### src/rtl/enh_regbank_pkg.sv
package enh_regbank_pkg;
  localparam int DW = 8;
  localparam int AW = 3;
  localparam int NREG = 6;
  localparam int UNLOCK_BIT = 4;

  typedef enum logic [AW-1:0] {
    A_IER  = 3'd0,
    A_ISR  = 3'd1,
    A_FCR  = 3'd2,
    A_MCR  = 3'd3,
    A_FEAT = 3'd4,
    A_SCR  = 3'd5
  } reg_addr_e;

  function automatic logic [DW-1:0] prot_mask(input int idx);
    case (idx)
      0:       return 8'hF0;
      1:       return 8'h30;
      2:       return 8'h30;
      3:       return 8'hE0;
      default: return 8'h00;
    endcase
  endfunction
endpackage

### src/rtl/enh_regbank_cell.sv
module enh_regbank_cell #(
  parameter int            W    = 8,
  parameter logic [W-1:0]  PROT = '0
) (
  input  logic         clk_i,
  input  logic         rst_ni,
  input  logic         we_i,
  input  logic         unlock_i,
  input  logic [W-1:0] wdata_i,
  output logic [W-1:0] q_o
);
  logic [W-1:0] wmask;
  assign wmask = unlock_i ? {W{1'b1}} : ~PROT;

  always_ff @(posedge clk_i or negedge rst_ni) begin
    if (!rst_ni)   q_o <= '0;
    else if (we_i) q_o <= (q_o & ~wmask) | (wdata_i & wmask);
  end

  assert_locked_hold_R5: assert property (@(posedge clk_i) disable iff (!rst_ni)
    !unlock_i |=> ((q_o & PROT) == ($past(q_o) & PROT)));
  assert_open_bits_R5: assert property (@(posedge clk_i) disable iff (!rst_ni)
    we_i |=> ((q_o & ~PROT) == ($past(wdata_i) & ~PROT)));
  assert_unlocked_write_R4: assert property (@(posedge clk_i) disable iff (!rst_ni)
    (we_i && unlock_i) |=> (q_o == $past(wdata_i)));
  assert_idle_hold_R8: assert property (@(posedge clk_i) disable iff (!rst_ni)
    !we_i |=> $stable(q_o));
endmodule

### src/rtl/enh_regbank_rdmux.sv
module enh_regbank_rdmux #(
  parameter int N  = 6,
  parameter int W  = 8,
  parameter int AW = 3
) (
  input  logic [W-1:0]  regs_i [N],
  input  logic [AW-1:0] addr_i,
  output logic [W-1:0]  rdata_o
);
  always_comb begin
    rdata_o = '0;
    for (int i = 0; i < N; i++)
      if (addr_i == AW'(i)) rdata_o = regs_i[i];
  end
endmodule

### src/rtl/enh_regbank.sv
module enh_regbank
  import enh_regbank_pkg::*;
(
  input  logic          clk_i,
  input  logic          rst_ni,
  input  logic [AW-1:0] addr_i,
  input  logic [DW-1:0] wdata_i,
  input  logic          we_i,
  output logic [DW-1:0] rdata_o,
  output logic [DW-1:0] ier_o,
  output logic [DW-1:0] isr_o,
  output logic [DW-1:0] fcr_o,
  output logic [DW-1:0] mcr_o,
  output logic [DW-1:0] feat_o,
  output logic [DW-1:0] scratch_o
);
  logic [DW-1:0] regs [NREG];
  logic          unlock;

  // unlock comes from the stored feature bit, so a change applies next cycle
  assign unlock = regs[A_FEAT][UNLOCK_BIT];

  for (genvar g = 0; g < NREG; g++) begin : g_reg
    logic sel_we;
    assign sel_we = we_i && (addr_i == AW'(g));
    enh_regbank_cell #(.W(DW), .PROT(prot_mask(g))) u_cell (
      .clk_i    (clk_i),
      .rst_ni   (rst_ni),
      .we_i     (sel_we),
      .unlock_i (unlock),
      .wdata_i  (wdata_i),
      .q_o      (regs[g])
    );
  end

  enh_regbank_rdmux #(.N(NREG), .W(DW), .AW(AW)) u_rdmux (
    .regs_i  (regs),
    .addr_i  (addr_i),
    .rdata_o (rdata_o)
  );

  assign ier_o     = regs[A_IER];
  assign isr_o     = regs[A_ISR];
  assign fcr_o     = regs[A_FCR];
  assign mcr_o     = regs[A_MCR];
  assign feat_o    = regs[A_FEAT];
  assign scratch_o = regs[A_SCR];

  assert_unlock_follows_R6: assert property (@(posedge clk_i) disable iff (!rst_ni)
    (we_i && addr_i == A_FEAT) |=> (feat_o[UNLOCK_BIT] == $past(wdata_i[UNLOCK_BIT])));
  assert_scratch_store_R2: assert property (@(posedge clk_i) disable iff (!rst_ni)
    (we_i && addr_i == A_SCR) |=> (scratch_o == $past(wdata_i)));
  assert_unmapped_zero_R7: assert property (@(posedge clk_i) disable iff (!rst_ni)
    (addr_i > 3'd5) |-> (rdata_o == 8'h00));
endmodule

### config.mk
export PLATFORM = sky130hd
export DESIGN_NAME = enh_regbank
export DESIGN_NICKNAME = d
export VERILOG_FILES = /design/src/rtl/enh_regbank_pkg.sv /design/src/rtl/enh_regbank_cell.sv /design/src/rtl/enh_regbank_rdmux.sv /design/src/rtl/enh_regbank.sv
export SDC_FILE = /design/constraint.sdc
export NUM_CORES = 1
export LEC_CHECK = 0
export ABC_CLOCK_PERIOD_IN_PS = 1700
export BUFFER_PORTS_ARGS = -buffer_cell sky130_fd_sc_hd__buf_2
export CAP_MARGIN = 20
export CORE_MARGIN = 1.5
export CORE_UTILIZATION = 52
export DETAILED_ROUTE_END_ITERATION = 8
export GPL_ROUTABILITY_DRIVEN = 0
export MAX_ROUTING_LAYER = met4
export PLACE_DENSITY = 0.88
export REMOVE_ABC_BUFFERS = 1
export SYNTH_ARGS = -nofsm -noshare
export SYNTH_HDL_FRONTEND = slang
export SYNTH_SLANG_ARGS = --single-unit
### constraint.sdc
create_clock -name clk_i -period 1.7 [get_ports clk_i]
set_clock_uncertainty 0.2 [all_clocks]
set_input_delay 0 -clock clk_i [delete_from_list [all_inputs] [get_ports clk_i]]
set_output_delay 0 -clock clk_i [all_outputs]
set_load 0.01 [all_outputs]
==> flow_summary.toml <==
[status]
status = "complete, but fails checks"
failed_checks = "design-rule violations, negative hold slack"

[synthesis]
synth_edf_count = 0
synth-seq-area-share = 0.492
synth.cell_area_um2 = 2440
yosys.area.top_type = "dfrtp_1"
avgSynthCellArea_um2 = 13.6
yosys_warnings = 0
ys_async_sr_fraction = 1.00
synth_top_area_frac = 0.492
ys_types = 32
synthCells = 180
synth_area_leaders = "dfrtp_1 (49%), mux2_2 (24%), mux2i_1 (2.1%)"
ys.flop_type = "dfrtp_1"
synth-seq-cells = 48

[detailed_routing]
drc = 1
via_per_inst = 5.92
vias = 1894
drtIter0Drc = 104
firstDrtPassIters = 8
routed_wl_um = 6160
ant_nets = 0
wl_per_cell_um = 19.3

[worst_setup_path]
cpLargestDelayFamily = "flip-flops"
cp_max_fo = 3
endpoint_kind = "output port"
cp.required_ns = 1.50
slowest_delay_ns = 0.42
worstPathCellList = "mux2_2, a221oi_1, a21oi_1, buf_2"
start_kind = "flop"
worst-path-buf-inv = 1
crit_slowest_cell = "dfrtp_1"
path_class = "flop to output port"
arrival_ns = 1.48

[cells_and_area]
mostFrequentLayoutCells = "buf_2 (69), mux2_2 (51), dfrtp_1 (48)"
area_growth_pct = 27.5
fin_nets = 281
antennaDiodeCount = 0
final_core_util = 0.700
drive_gt1_frac = 0.586
layout_commonest_cell = "buf_2"
fillers = 319

[global_routing]
grt_pass1_wl_um = 9940
grt_antenna_before_repair = 0
grt.overflow.total = 0
track_usage = 0.264
grt_pass1_vias = 1892
grt_max_degree = 31

[clock_tree]
insertion_delay_ns = 0.30
cts_tree = "done"
root_buffer = "clkbuf_8"
numCtsBuffers = 5
clk_pin_slew_ns = 0.09
cts.path.max_buffers = 2
clock_sinks = 48
h-tree-depth = 2

[die]
coreArea_um2 = 4440
die_h_um = 71.5
initial_core_util = 0.549
floorplan.die_area_um2 = 5110
num_rows = 24
ios = 70
die-width_um = 71.5

[min_path]
hold_class = "input port to asynchronous set/reset pin"

[job]
maxCapViolations = 0

[placement]
place_ws_ns = 0.0969
hpwl_um = 4320
io_buffers = 69

[timing]
whs_ns = -0.0153
setup_ws_ns = 0.0190
period_needed_ns = 1.68
setup_viol = 0
fmax_mhz = 595
min_period_over_period = 0.989
worst_slew_pin_slew_ns = 0.462
setup_tns_ns = 0
rsz0062_at_grt = "yes"
slew_headroom = 0.692
hold_viol = 18
final_max_slew_viol_count = 0

[pwr]
ir_worst_vdd_mv = 0.599
p_leak_nw = 1.49
power_density_nw_per_um2 = 1190
power_mw = 3.71
metrics by stage:
stage | cells | cell area, um^2
after floorplan | 168 | 2360
after global placement | 301 | 2870
after detailed placement | 301 | 2870
after CTS | 319 | 3110
after global routing | 320 | 3110
final | 320 | 3110
path summary, 6_finish.rpt:
check                                                      to  cells after the start                               start  slack [ns]
max reg2reg                                              flop                      3  g_reg[4].u_cell.q_o[4]$_DFFE_PN0P_        0.25
min reg2reg                g_reg[5].u_cell.q_o[7]$_DFFE_PN0P_                      1  g_reg[5].u_cell.q_o[7]$_DFFE_PN0P_        0.33
max in group asynchronous          asynchronous set/reset pin                      3                              rst_ni        0.79
min                        g_reg[1].u_cell.q_o[3]$_DFFE_PN0P_                      2                              rst_ni       -0.02
min in group clk_i                                       flop                      4                                we_i        0.07
max                                                rdata_o[4]                      4                                flop        0.02
repair_timing:
item / in CTS / in global routing
gates resized for setup: 1 / 0
endpoints found under the setup margin: 1 / 21
buffers inserted: 0 / 2
endpoints found under the hold margin: 96 / 0
hold buffers: 10 / 0
layout make-up:
type                            instances  area (um^2)  area share
Clock buffer                            7         96.3      0.0310
Tap cell                               52         65.1      0.0209
Inverter                                5         18.8     0.00603
Sequential cell                        48         1200       0.386
Timing Repair Buffer                   92          553       0.178
Multi-Input combinational cell        115         1150       0.369
Clock inverter                          1         30.0     0.00965
cell usage after synthesis (3+ instances only):
library cell and number:
mux2_2 51, dfrtp_1 48, buf_2 6, inv_1 5, mux2i_1 5, nand2b_1 5, nand3b_1 5, o211ai_1 4
a21boi_0 3, a21oi_1 3, a221oi_1 3, a22oi_1 3, buf_4 3, mux2_4 3, nor2_1 3, o221a_2 3
o221ai_1 3, o2bb2ai_1 3
worst register-to-register path, delay by kind of cell, from the launching register on:
| family | cells | cell delay, ns |
|---|---|---|
| buffers and inverters | 1 | 0.07 |
| DFF | 1 | 0.49 |
| and+or+nand+nor | 1 | 0.28 |
| muxes | 1 | 0.30 |
layer usage:
metal / global-route usage / up-vias / share of wire
met4: 0.0713 / 0 / 0.015
li1: - / 846 / -
met2: 0.406 / 71 / 0.47
met3: 0.0534 / 11 / 0.054
met5: - / - / 0
met1: 0.362 / 966 / 0.46
cells by family (layout without fill, tap and decap cells):
group / Yosys count / after routing / synth area share
flip-flops: 48 / 48 / 0.492
AO/OA/AOI/OAI: 29 / 29 / 0.0974
multiplexers: 59 / 59 / 0.274
buffers and inverters: 17 / 105 / 0.0405
AND/OR/NAND/NOR: 27 / 27 / 0.0959
power breakdown:
part / internal (mW) / switching [mW] / leakage [nW] / total, mW
Sequential: 1.42 / 0.259 / 0.582 / 1.68
Combinational: 0.610 / 0.529 / 0.841 / 1.14
Clock: 0.519 / 0.373 / 0.0645 / 0.892
(Power assumes the default switching activity.)
